File: src/rtl/sens_pwr_pkg.sv
package sens_pwr_pkg;

  typedef enum logic [3:0] {
    ST_RESET_PULSE,
    ST_SETTLE,
    ST_ACTIVE,
    ST_PD_ENTER,
    ST_POWER_DOWN,
    ST_WAKE_SETTLE,
    ST_REST_ENTER,
    ST_REST,
    ST_REST_EXIT
  } sps_state_e;

  // Cycles covering a span of ns nanoseconds at hz, rounded up, at least 1.
  function automatic int ns_to_cyc(longint hz, longint ns);
    longint c;
    c = (hz * ns + 64'sd999_999_999) / 64'sd1_000_000_000;
    if (c < 1) c = 1;
    return int'(c);
  endfunction

endpackage

File: src/rtl/sps_timer.sv
module sps_timer #(
  parameter int W    = 8,
  parameter int INIT = 1
) (
  input  logic         clk,
  input  logic         rst_n,
  input  logic         load,
  input  logic [W-1:0] len,
  output logic         expire
);

  logic [W-1:0] cnt_q;
  logic         run_q;

  assign expire = run_q && (cnt_q == '0);

  always_ff @(posedge clk or negedge rst_n) begin
    if (!rst_n) begin
      cnt_q <= W'(INIT - 1);
      run_q <= 1'b1;
    end else if (load) begin
      cnt_q <= len - W'(1);
      run_q <= 1'b1;
    end else if (expire) begin
      run_q <= 1'b0;
    end else if (run_q) begin
      cnt_q <= cnt_q - W'(1);
    end
  end

endmodule

File: src/rtl/sps_pend.sv
module sps_pend #(
  parameter int N = 2
) (
  input  logic         clk,
  input  logic         rst_n,
  input  logic         cap_en,
  input  logic         clr,
  input  logic [N-1:0] set,
  output logic [N-1:0] held
);

  for (genvar i = 0; i < N; i++) begin : g_bit
    always_ff @(posedge clk or negedge rst_n) begin
      if (!rst_n)              held[i] <= 1'b0;
      else if (clr)            held[i] <= 1'b0;
      else if (cap_en && set[i]) held[i] <= 1'b1;
    end
  end

endmodule

File: src/rtl/sens_pwr_seq.sv
module sens_pwr_seq
  import sens_pwr_pkg::*;
#(
  parameter longint          CLK_HZ        = 50_000_000,
  parameter int              AW            = 7,
  parameter int              DW            = 8,
  parameter logic [AW-1:0]   CFG_ADDR      = 7'h0D,
  parameter logic [DW-1:0]   PD_DATA       = 8'h02,
  parameter logic [AW-1:0]   WAKE_ADDR     = 7'h3A,
  parameter logic [DW-1:0]   WAKE_DATA     = 8'h5A,
  parameter logic [AW-1:0]   REST_ADDR     = 7'h0D,
  parameter logic [DW-1:0]   REST_ON_DATA  = 8'h40,
  parameter logic [DW-1:0]   REST_OFF_DATA = 8'h00
) (
  input  logic          clk,
  input  logic          rst_n,
  input  logic          host_rst_req,
  input  logic          pd_req,
  input  logic          rest_on_req,
  input  logic          rest_off_req,
  input  logic          wake_req,
  input  logic          wake_by_write,
  output logic          wr_valid,
  input  logic          wr_ready,
  output logic [AW-1:0] wr_addr,
  output logic [DW-1:0] wr_data,
  output logic          sensor_rst_n,
  output logic          motion_valid,
  output logic          pd_reached,
  output logic          rest_reached
);

  localparam int RST_C  = ns_to_cyc(CLK_HZ, 250);
  localparam int MOT_C  = ns_to_cyc(CLK_HZ, 50_000_000);
  localparam int PD_C   = ns_to_cyc(CLK_HZ, 50_000_000);
  localparam int WAKE_C = ns_to_cyc(CLK_HZ, 55_000_000);
  localparam int REST_C = ns_to_cyc(CLK_HZ, 1_000_000_000);
  localparam int TW     = $clog2(REST_C + 1);

  sps_state_e   st_q, st_d;
  logic         busy_q, busy_d;
  logic         wake_q, wake_d;
  logic         tmr_load, tmr_exp, pend_clr, pend_cap;
  logic [TW-1:0] tmr_len;
  logic [1:0]   pend_q;
  logic         eff_pd, eff_rest;

  sps_timer #(.W(TW), .INIT(RST_C)) u_timer (
    .clk(clk), .rst_n(rst_n), .load(tmr_load), .len(tmr_len), .expire(tmr_exp)
  );

  assign pend_cap = (st_q == ST_RESET_PULSE) || (st_q == ST_SETTLE) ||
                    (st_q == ST_WAKE_SETTLE) || (st_q == ST_REST_EXIT);

  sps_pend #(.N(2)) u_pend (
    .clk(clk), .rst_n(rst_n), .cap_en(pend_cap), .clr(pend_clr),
    .set({rest_on_req, pd_req}), .held(pend_q)
  );

  assign eff_pd   = pd_req | pend_q[0];
  assign eff_rest = rest_on_req | pend_q[1];

  always_comb begin
    st_d     = st_q;
    busy_d   = busy_q;
    wake_d   = wake_q;
    tmr_load = 1'b0;
    tmr_len  = TW'(RST_C);
    pend_clr = 1'b0;
    if (host_rst_req) begin
      st_d     = ST_RESET_PULSE;
      busy_d   = 1'b0;
      wake_d   = (st_q == ST_POWER_DOWN);
      tmr_load = 1'b1;
      pend_clr = 1'b1;
    end else begin
      unique case (st_q)
        ST_RESET_PULSE: if (tmr_exp) begin
          tmr_load = 1'b1;
          if (wake_q) begin st_d = ST_WAKE_SETTLE; tmr_len = TW'(WAKE_C); end
          else        begin st_d = ST_SETTLE;      tmr_len = TW'(MOT_C);  end
        end
        ST_SETTLE, ST_WAKE_SETTLE, ST_REST_EXIT: begin
          if (busy_q) begin
            if (wr_ready) begin
              busy_d   = 1'b0;
              tmr_load = 1'b1;
              tmr_len  = (st_q == ST_REST_EXIT) ? TW'(REST_C) : TW'(WAKE_C);
            end
          end else if (tmr_exp) begin
            pend_clr = 1'b1;
            if (eff_pd)        begin st_d = ST_PD_ENTER;   busy_d = 1'b1; end
            else if (eff_rest) begin st_d = ST_REST_ENTER; busy_d = 1'b1; end
            else                     st_d = ST_ACTIVE;
          end
        end
        ST_ACTIVE: begin
          if (pd_req)           begin st_d = ST_PD_ENTER;   busy_d = 1'b1; end
          else if (rest_on_req) begin st_d = ST_REST_ENTER; busy_d = 1'b1; end
        end
        ST_PD_ENTER, ST_REST_ENTER: begin
          if (busy_q) begin
            if (wr_ready) begin
              busy_d   = 1'b0;
              tmr_load = 1'b1;
              tmr_len  = (st_q == ST_PD_ENTER) ? TW'(PD_C) : TW'(REST_C);
            end
          end else if (tmr_exp) begin
            st_d = (st_q == ST_PD_ENTER) ? ST_POWER_DOWN : ST_REST;
          end
        end
        ST_POWER_DOWN: if (wake_req) begin
          if (wake_by_write) begin
            st_d   = ST_WAKE_SETTLE;
            busy_d = 1'b1;
          end else begin
            st_d     = ST_RESET_PULSE;
            wake_d   = 1'b1;
            tmr_load = 1'b1;
          end
        end
        ST_REST: if (rest_off_req) begin
          st_d   = ST_REST_EXIT;
          busy_d = 1'b1;
        end
        default: st_d = ST_RESET_PULSE;
      endcase
    end
  end

  always_ff @(posedge clk or negedge rst_n) begin
    if (!rst_n) begin
      st_q   <= ST_RESET_PULSE;
      busy_q <= 1'b0;
      wake_q <= 1'b0;
    end else begin
      st_q   <= st_d;
      busy_q <= busy_d;
      wake_q <= wake_d;
    end
  end

  always_comb begin
    wr_addr = '0;
    wr_data = '0;
    if (busy_q) begin
      unique case (st_q)
        ST_PD_ENTER:    begin wr_addr = CFG_ADDR;  wr_data = PD_DATA;       end
        ST_WAKE_SETTLE: begin wr_addr = WAKE_ADDR; wr_data = WAKE_DATA;     end
        ST_REST_ENTER:  begin wr_addr = REST_ADDR; wr_data = REST_ON_DATA;  end
        ST_REST_EXIT:   begin wr_addr = REST_ADDR; wr_data = REST_OFF_DATA; end
        default:        begin wr_addr = '0;        wr_data = '0;            end
      endcase
    end
  end

  assign wr_valid     = busy_q;
  assign sensor_rst_n = (st_q != ST_RESET_PULSE);
  assign motion_valid = (st_q == ST_ACTIVE);
  assign pd_reached   = (st_q == ST_POWER_DOWN);
  assign rest_reached = (st_q == ST_REST);


  wr_hold_chk: assert property (@(posedge clk) disable iff (!rst_n)
    wr_valid && !wr_ready && !host_rst_req |=> wr_valid && $stable(wr_addr) && $stable(wr_data));


  host_rst_chk: assert property (@(posedge clk) disable iff (!rst_n)
    host_rst_req |=> !sensor_rst_n && !wr_valid);


  mv_after_count_chk: assert property (@(posedge clk) disable iff (!rst_n)
    $rose(motion_valid) |-> $past(tmr_exp));


  mv_not_pending_chk: assert property (@(posedge clk) disable iff (!rst_n)
    $rose(motion_valid) |-> !$past(pend_q[0]) && !$past(pend_q[1]));


  pd_after_count_chk: assert property (@(posedge clk) disable iff (!rst_n)
    $rose(pd_reached) |-> $past(tmr_exp) && !wr_valid);


  pd_hold_chk: assert property (@(posedge clk) disable iff (!rst_n)
    pd_reached && !host_rst_req && !wake_req |=> pd_reached);

endmodule

File: config.mk
export PLATFORM = sky130hd
export DESIGN_NAME = sens_pwr_seq
export DESIGN_NICKNAME = d
export VERILOG_FILES = /design/src/rtl/sens_pwr_pkg.sv /design/src/rtl/sps_timer.sv /design/src/rtl/sps_pend.sv /design/src/rtl/sens_pwr_seq.sv
export SDC_FILE = /design/constraint.sdc
export NUM_CORES = 1
export LEC_CHECK = 0
export ABC_AREA = 1
export ABC_CLOCK_PERIOD_IN_PS = 4400
export BUFFER_PORTS_ARGS = -buffer_cell sky130_fd_sc_hd__buf_2
export CORE_UTILIZATION = 30
export CTS_CLUSTER_DIAMETER = 50
export CTS_CLUSTER_SIZE = 20
export DETAILED_ROUTE_END_ITERATION = 6
export SYNTH_ARGS = -nofsm -noshare
export SYNTH_HDL_FRONTEND = slang
export SYNTH_SLANG_ARGS = --single-unit
File: constraint.sdc
create_clock -name clk -period 4.4 [get_ports clk]
set_input_delay 0.44 -clock clk [delete_from_list [all_inputs] [get_ports clk]]
set_output_delay 0.44 -clock clk [all_outputs]
set_load 0.02 [all_outputs]
Word level (Yosys, flattened, before mapping) --
Index checks and enable logic that the tools add are counted.
Word-level totals: memory bits (writable) 0, latch bits 0, ROM bits 0, logic and storage cells 120, input port bits 9, register bits 35, memories 0
Cells by class: reduce and logical (&&, ||, !) cells 24, order comparisons 0, div/mod/pow operators 0, eq/ne operators 19, multiply operators 0, $add $sub $neg 2, bitwise logic cells 2, shifts and indexed selects 0, multiplexer cells 66
Operator list (count):
- $mux W26 | 10
- $pmux W26 S3 | 1
- $sub A26 B1 Y26 const B | 2
- $mux W4 | 10
- $mux W1 | 31
- $logic_not A26 Y1 | 1
- $ne A3 B3 Y1 const B | 8
- $pmux W4 S6 | 1
- $mux W22 | 1
- $pmux W7 S3 | 1
- $mux W20 | 1
- $eq A4 B3 Y1 const B | 4
- $mux W3 | 4
- $pmux W6 S2 | 1
- $reduce_bool A2 Y1 | 6
- $eq A4 B2 Y1 const B | 2
- $reduce_and A8 Y1 | 1
- $mux W7 | 1
- $mux W6 | 1
- $reduce_bool A6 Y1 | 1
- $reduce_or A3 Y1 | 2
- $pmux W1 S5 | 1
- $reduce_and A5 Y1 | 1
- $reduce_or A5 Y1 | 1
- other kinds (14) | 20

Logic depth before layout (Yosys ltp) --
depth in word-level cells 8, depth in mapped cells 20

Cells and area by module --
From an unflattened synthesis, not the netlist that was laid out.
Second synthesis, totals: cell total of the unflattened synthesis 566, area total of the unflattened synthesis 3300.7 um^2
Modules (own cells, without submodules):
- sps_timer | cells an instance 381, area each 2311.0 um^2, instances 1, seq. area each 679.4 um^2
- sens_pwr_seq | cells an instance 177, area each 914.6 um^2, instances 1, seq. area each 150.1 um^2
- sps_pend | cells an instance 8, area each 75.1 um^2, instances 1, seq. area each 50.0 um^2

Worst setup path before layout --
Ideal clock, no wire load.
path type reg2reg, from register st_q[3], to register u_timer.cnt_q[24], stages on the path, launching flop included 16, path buffers 1, arrival time 2.328 ns, slack 1.951 ns, cell sequence dfrtp_1 nor2_2 nand2_1 inv_2 nand3_4 buf_6 nand4_1 nand2_1 inv_1 ha_1 nand3_2 nor2_2 nand3_2 nor2_4 nand3_2 xor2_1
On the way: longest elaborated chain between the ends 8, elaborated cells on any way between the ends 25, those cells by class add/sub: 1; eq/ne: 7; mux: 11; reduce/logical: 6
RTL lines:
- from (decl) | line sens_pwr_seq.sv:40 | sps_state_e st_q, st_d;
- from (signal assigned) | line sens_pwr_seq.sv:137 | st_q <= st_d;
- $eq A4 B4 Y1 or $eq A4 B2 Y1 (tied branches) | line sens_pwr_seq.sv:77, sens_pwr_seq.sv:88, sens_pwr_seq.sv:106
- $mux W26, on equally long branches | line sens_pwr_seq.sv:88, sens_pwr_seq.sv:106
- $mux W26, on equally long branches | line sens_pwr_seq.sv:85, sens_pwr_seq.sv:103
- $mux W26, on equally long branches | line sens_pwr_seq.sv:84, sens_pwr_seq.sv:102
- $pmux W26 S3 | line sens_pwr_seq.sv:77 | unique case (st_q)
- $mux W26 | line sens_pwr_seq.sv:70 | if (host_rst_req) begin
- $sub A26 B1 Y26 | line sps_timer.sv:22 | cnt_q <= len - W'(1);
- $mux W26 | line sps_timer.sv:21 | end else if (load) begin
- to (signal assigned) | line sps_timer.sv:19 | cnt_q <= W'(INIT - 1);
- to (signal assigned) | line sps_timer.sv:22
- to (signal assigned) | line sps_timer.sv:27 | cnt_q <= cnt_q - W'(1);
- to (decl) | line sps_timer.sv:12 | logic [W-1:0] cnt_q;
Parallel ways exist; a longest one is shown, timed or not. A chain may end at the register's enable or synchronous reset.

Final worst setup path --
from register st_q[0], to register u_timer.cnt_q[5]
The elaborated chain is that of the path after synthesis.

==> results.sh <==
export IMPL_routedWlPerCell_um=12.8
export IMPL_period_minus_slack_ns=3.18
export IMPL_rsz0062_at_grt="no"
export IMPL_ant_nets=0
export IMPL_critical_path_required_ns=4.54
export IMPL_max_freq_mhz=315
export IMPL_finalSetupTns_ns=0
export IMPL_worstSkewPairLatency_ns=0.29
export IMPL_clock_path_buffers=2
export IMPL_drive_gt1_share_pct=14.1
export IMPL_cp_max_fo=30
export IMPL_die_area_um2=10100
export IMPL_cp_slowest_stage_delay_ns=0.65
export IMPL_routabilityCongestion=0.895
export IMPL_cp_start_kind="flip-flop"
export IMPL_cpMaxStageDelayCell="inv_1"
export IMPL_core_um2=9330
export IMPL_nets=476
export IMPL_syn_cell_area_um2=2910
export IMPL_worstMarginPinSlew_ns=0.853
export IMPL_grt_ovfl_total=0
export IMPL_synth_seq_cells=35
export IMPL_row_count=35
export IMPL_n_fill_cell=1011
export IMPL_drtPass1Iterations=5
export IMPL_postCtsSetupRepairBufs=0
export IMPL_synth_flop_cell="dfrtp_1"
export IMPL_p_leak_nw=1.67
export IMPL_combPwrFrac_pct=58.4
export IMPL_die_h_um=100
export IMPL_cp_cell_sequence="nand2_1 -> clkinv_1 -> nand2_1 -> nand2_1 -> nand2_1 -> nand2_1 -> nor2_2 -> buf_4 -> nand3_1 -> inv_1 -> o21ai_1 -> buf_4 -> inv_1 -> o21ai_0"
export IMPL_ff_latch_area_um2=880
export IMPL_grt_use_total_pct=16.0
export IMPL_grt_pass1_vias=2686
export IMPL_ioPinCount=29
export IMPL_clk_pin_slew_ns=0.07
export IMPL_yosysWarnings=0
export IMPL_antenna_cells=0
export IMPL_clockPowerShare_pct=12.4
export IMPL_seqPwrFrac_pct=29.2
export IMPL_antenna_found_initial=0
export IMPL_grt_first_pass_wirelength_um=12900
export IMPL_drc_errors=0
export IMPL_vdd_ir_drop_max_mv=0.307
export IMPL_initialDrtViolationCount=134
export IMPL_layout_common_cells="nand2_1, nor2_1, inv_1"
export IMPL_hpwlAfterDp_um=5820
export IMPL_critPathArrivalTime_ns=3.31
export IMPL_relSlewSlack_pct=43.1
export IMPL_vias_per_cell=4.91
export IMPL_p_per_area_nw_per_um2=586
export IMPL_synth_edf_count=0
export IMPL_cts_tree="yes"
export IMPL_die_w_um=100
export IMPL_worstReg2RegStart="st_q[0]"
export IMPL_power_switching_w=0.000969
export IMPL_area_growth_pct=8.78
export IMPL_slew_violations=0
export IMPL_grt_max_degree=36
export IMPL_clock_sinks=35
export IMPL_hold_buffers=0
export IMPL_ys_types=43
export IMPL_initial_core_util_pct=31.2
export IMPL_setup_viol=0
export IMPL_cts_root_buf="clkbuf_8"
export IMPL_numPortBuffers=23
export IMPL_hold_viol=0
export IMPL_ys_async_sr_fraction_pct=100
export IMPL_multi_input_area_um2=1720
export IMPL_maxCapViolCount=0
export IMPL_avgSynthCellArea_um2=6.44
export IMPL_crit_top_cell="nand2_1"
export IMPL_startpoint="st_q[0]"
export IMPL_numCtsBuffers=5
export IMPL_status="finished clean"
export IMPL_postCtsResizedCells=0
export IMPL_skew_ns=0.00638
export IMPL_switching_share_pct=52.3
export IMPL_endpoint_kind="flip-flop"
export IMPL_vias=2927
export IMPL_hold_slack_ns=0.242
export IMPL_intPower_w=0.000884
export IMPL_wirelength_um=7640
export IMPL_final_common_cell="nand2_1"
export IMPL_htreeDepth=2
export IMPL_ys_seq_area_share_pct=30.3
export IMPL_fin_crit_sh_pct=72.2
export IMPL_synthCells=451
export IMPL_hold_class="primary input to async pin"
export IMPL_setup_worst_path_class="flip-flop to flip-flop"
## routing by layer
layer  global-route usage, %  vias to the layer above  share of wire [%]
li1                        -                     1484                  -
met1                    21.2                     1356                 46
met5                       0                        -                  0
met2                    27.2                       77                 49
met3                    1.95                       10                4.2
met4                    4.79                        0                1.5
## kinds of logic after synthesis
| logic type | Yosys count | share of synthesized area (%) |
|---|---|---|
| adder cells (fa/ha/maj) | 1 | 0.430 |
| flip-flops | 35 | 30.3 |
| AO/OA/AOI/OAI | 43 | 8.70 |
| AND/OR/NAND/NOR | 291 | 46.6 |
| XOR/XNOR | 9 | 2.71 |
| other | 1 | 0.129 |
| buffers and inverters | 71 | 11.1 |
## worst max-delay path: cells and delay by family, from the launching register on
kind	cells	cell delay, ns
flops	1	0.44
buf+inv	5	1.30
compound gates	2	0.26
simple gates	7	1.01
## state kept, by name (all words and copies together) (netlist names)
name / count
wake_q: 1
u_timer.run_q: 1
u_timer.cnt_q: 26
st_q: 4
wr_valid: 1
u_pend.held: 2
## cell usage after synthesis, types with 4 or more instances
library cell  instances  area share [%]
o21ai_0              17             2.9
buf_4                10             2.6
nand4_1              30             6.5
inv_1                45             5.8
nor2_1               58             7.5
xor2_1                4             1.2
nand2_2               5             1.1
nor2_2               12             2.6
nand2_1             135              17
buf_2                 4            0.69
a21oi_1               9             1.5
nand3_1              33             5.7
o21ai_1               4            0.69
xnor2_1               5             1.5
dfrtp_1              32              28
## layout make-up
cell class	instances	share of cell area, %
clock buffers	7	2.41
clock inverters	1	0.158
multi-input cells	349	54.3
well taps	129	5.10
flip-flops and latches	35	27.8
inverters	49	5.82
repair buffers	26	4.35
## power groups by stage
stage / Combinational, W / Sequential [W] / Clock [W]
after detailed placement: 0.00107 / 0.000545 / 0
final: 0.00108 / 0.000541 / 0.000230
after global placement: 0.00106 / 0.000542 / 0
after global routing: 0.00123 / 0.000553 / 0.000257
after CTS: 0.00108 / 0.000539 / 0.000240
after floorplan: 0.000861 / 0.000511 / 0
## final timing paths
kind                                      to  slack, ns  cells after the start
setup / recovery            u_timer.cnt_q[5]       1.22                     14
hold / removal                      wr_valid       0.24                      1
setup reg to reg            u_timer.cnt_q[5]       1.22                     14
hold reg to reg            u_timer.cnt_q[25]       0.51                      2
max in group asynchronous   u_timer.cnt_q[6]       3.65                      1
min in group clk              u_pend.held[1]       0.46                      3
## metrics by stage
step	std cells	worst slack, ns	utilization, %	power, W	cell area [um^2]
finish	596	1.22	33.9	0.00185	3160
global placement	588	1.35	33.0	0.00160	3080
detailed placement	588	1.24	33.0	0.00162	3080
CTS	596	1.21	33.9	0.00186	3160
floorplan	455	1.95	-	0.00137	2920
global route	596	0.833	33.9	0.00204	3160
Note: power is estimated with default switching activity, not from simulation.
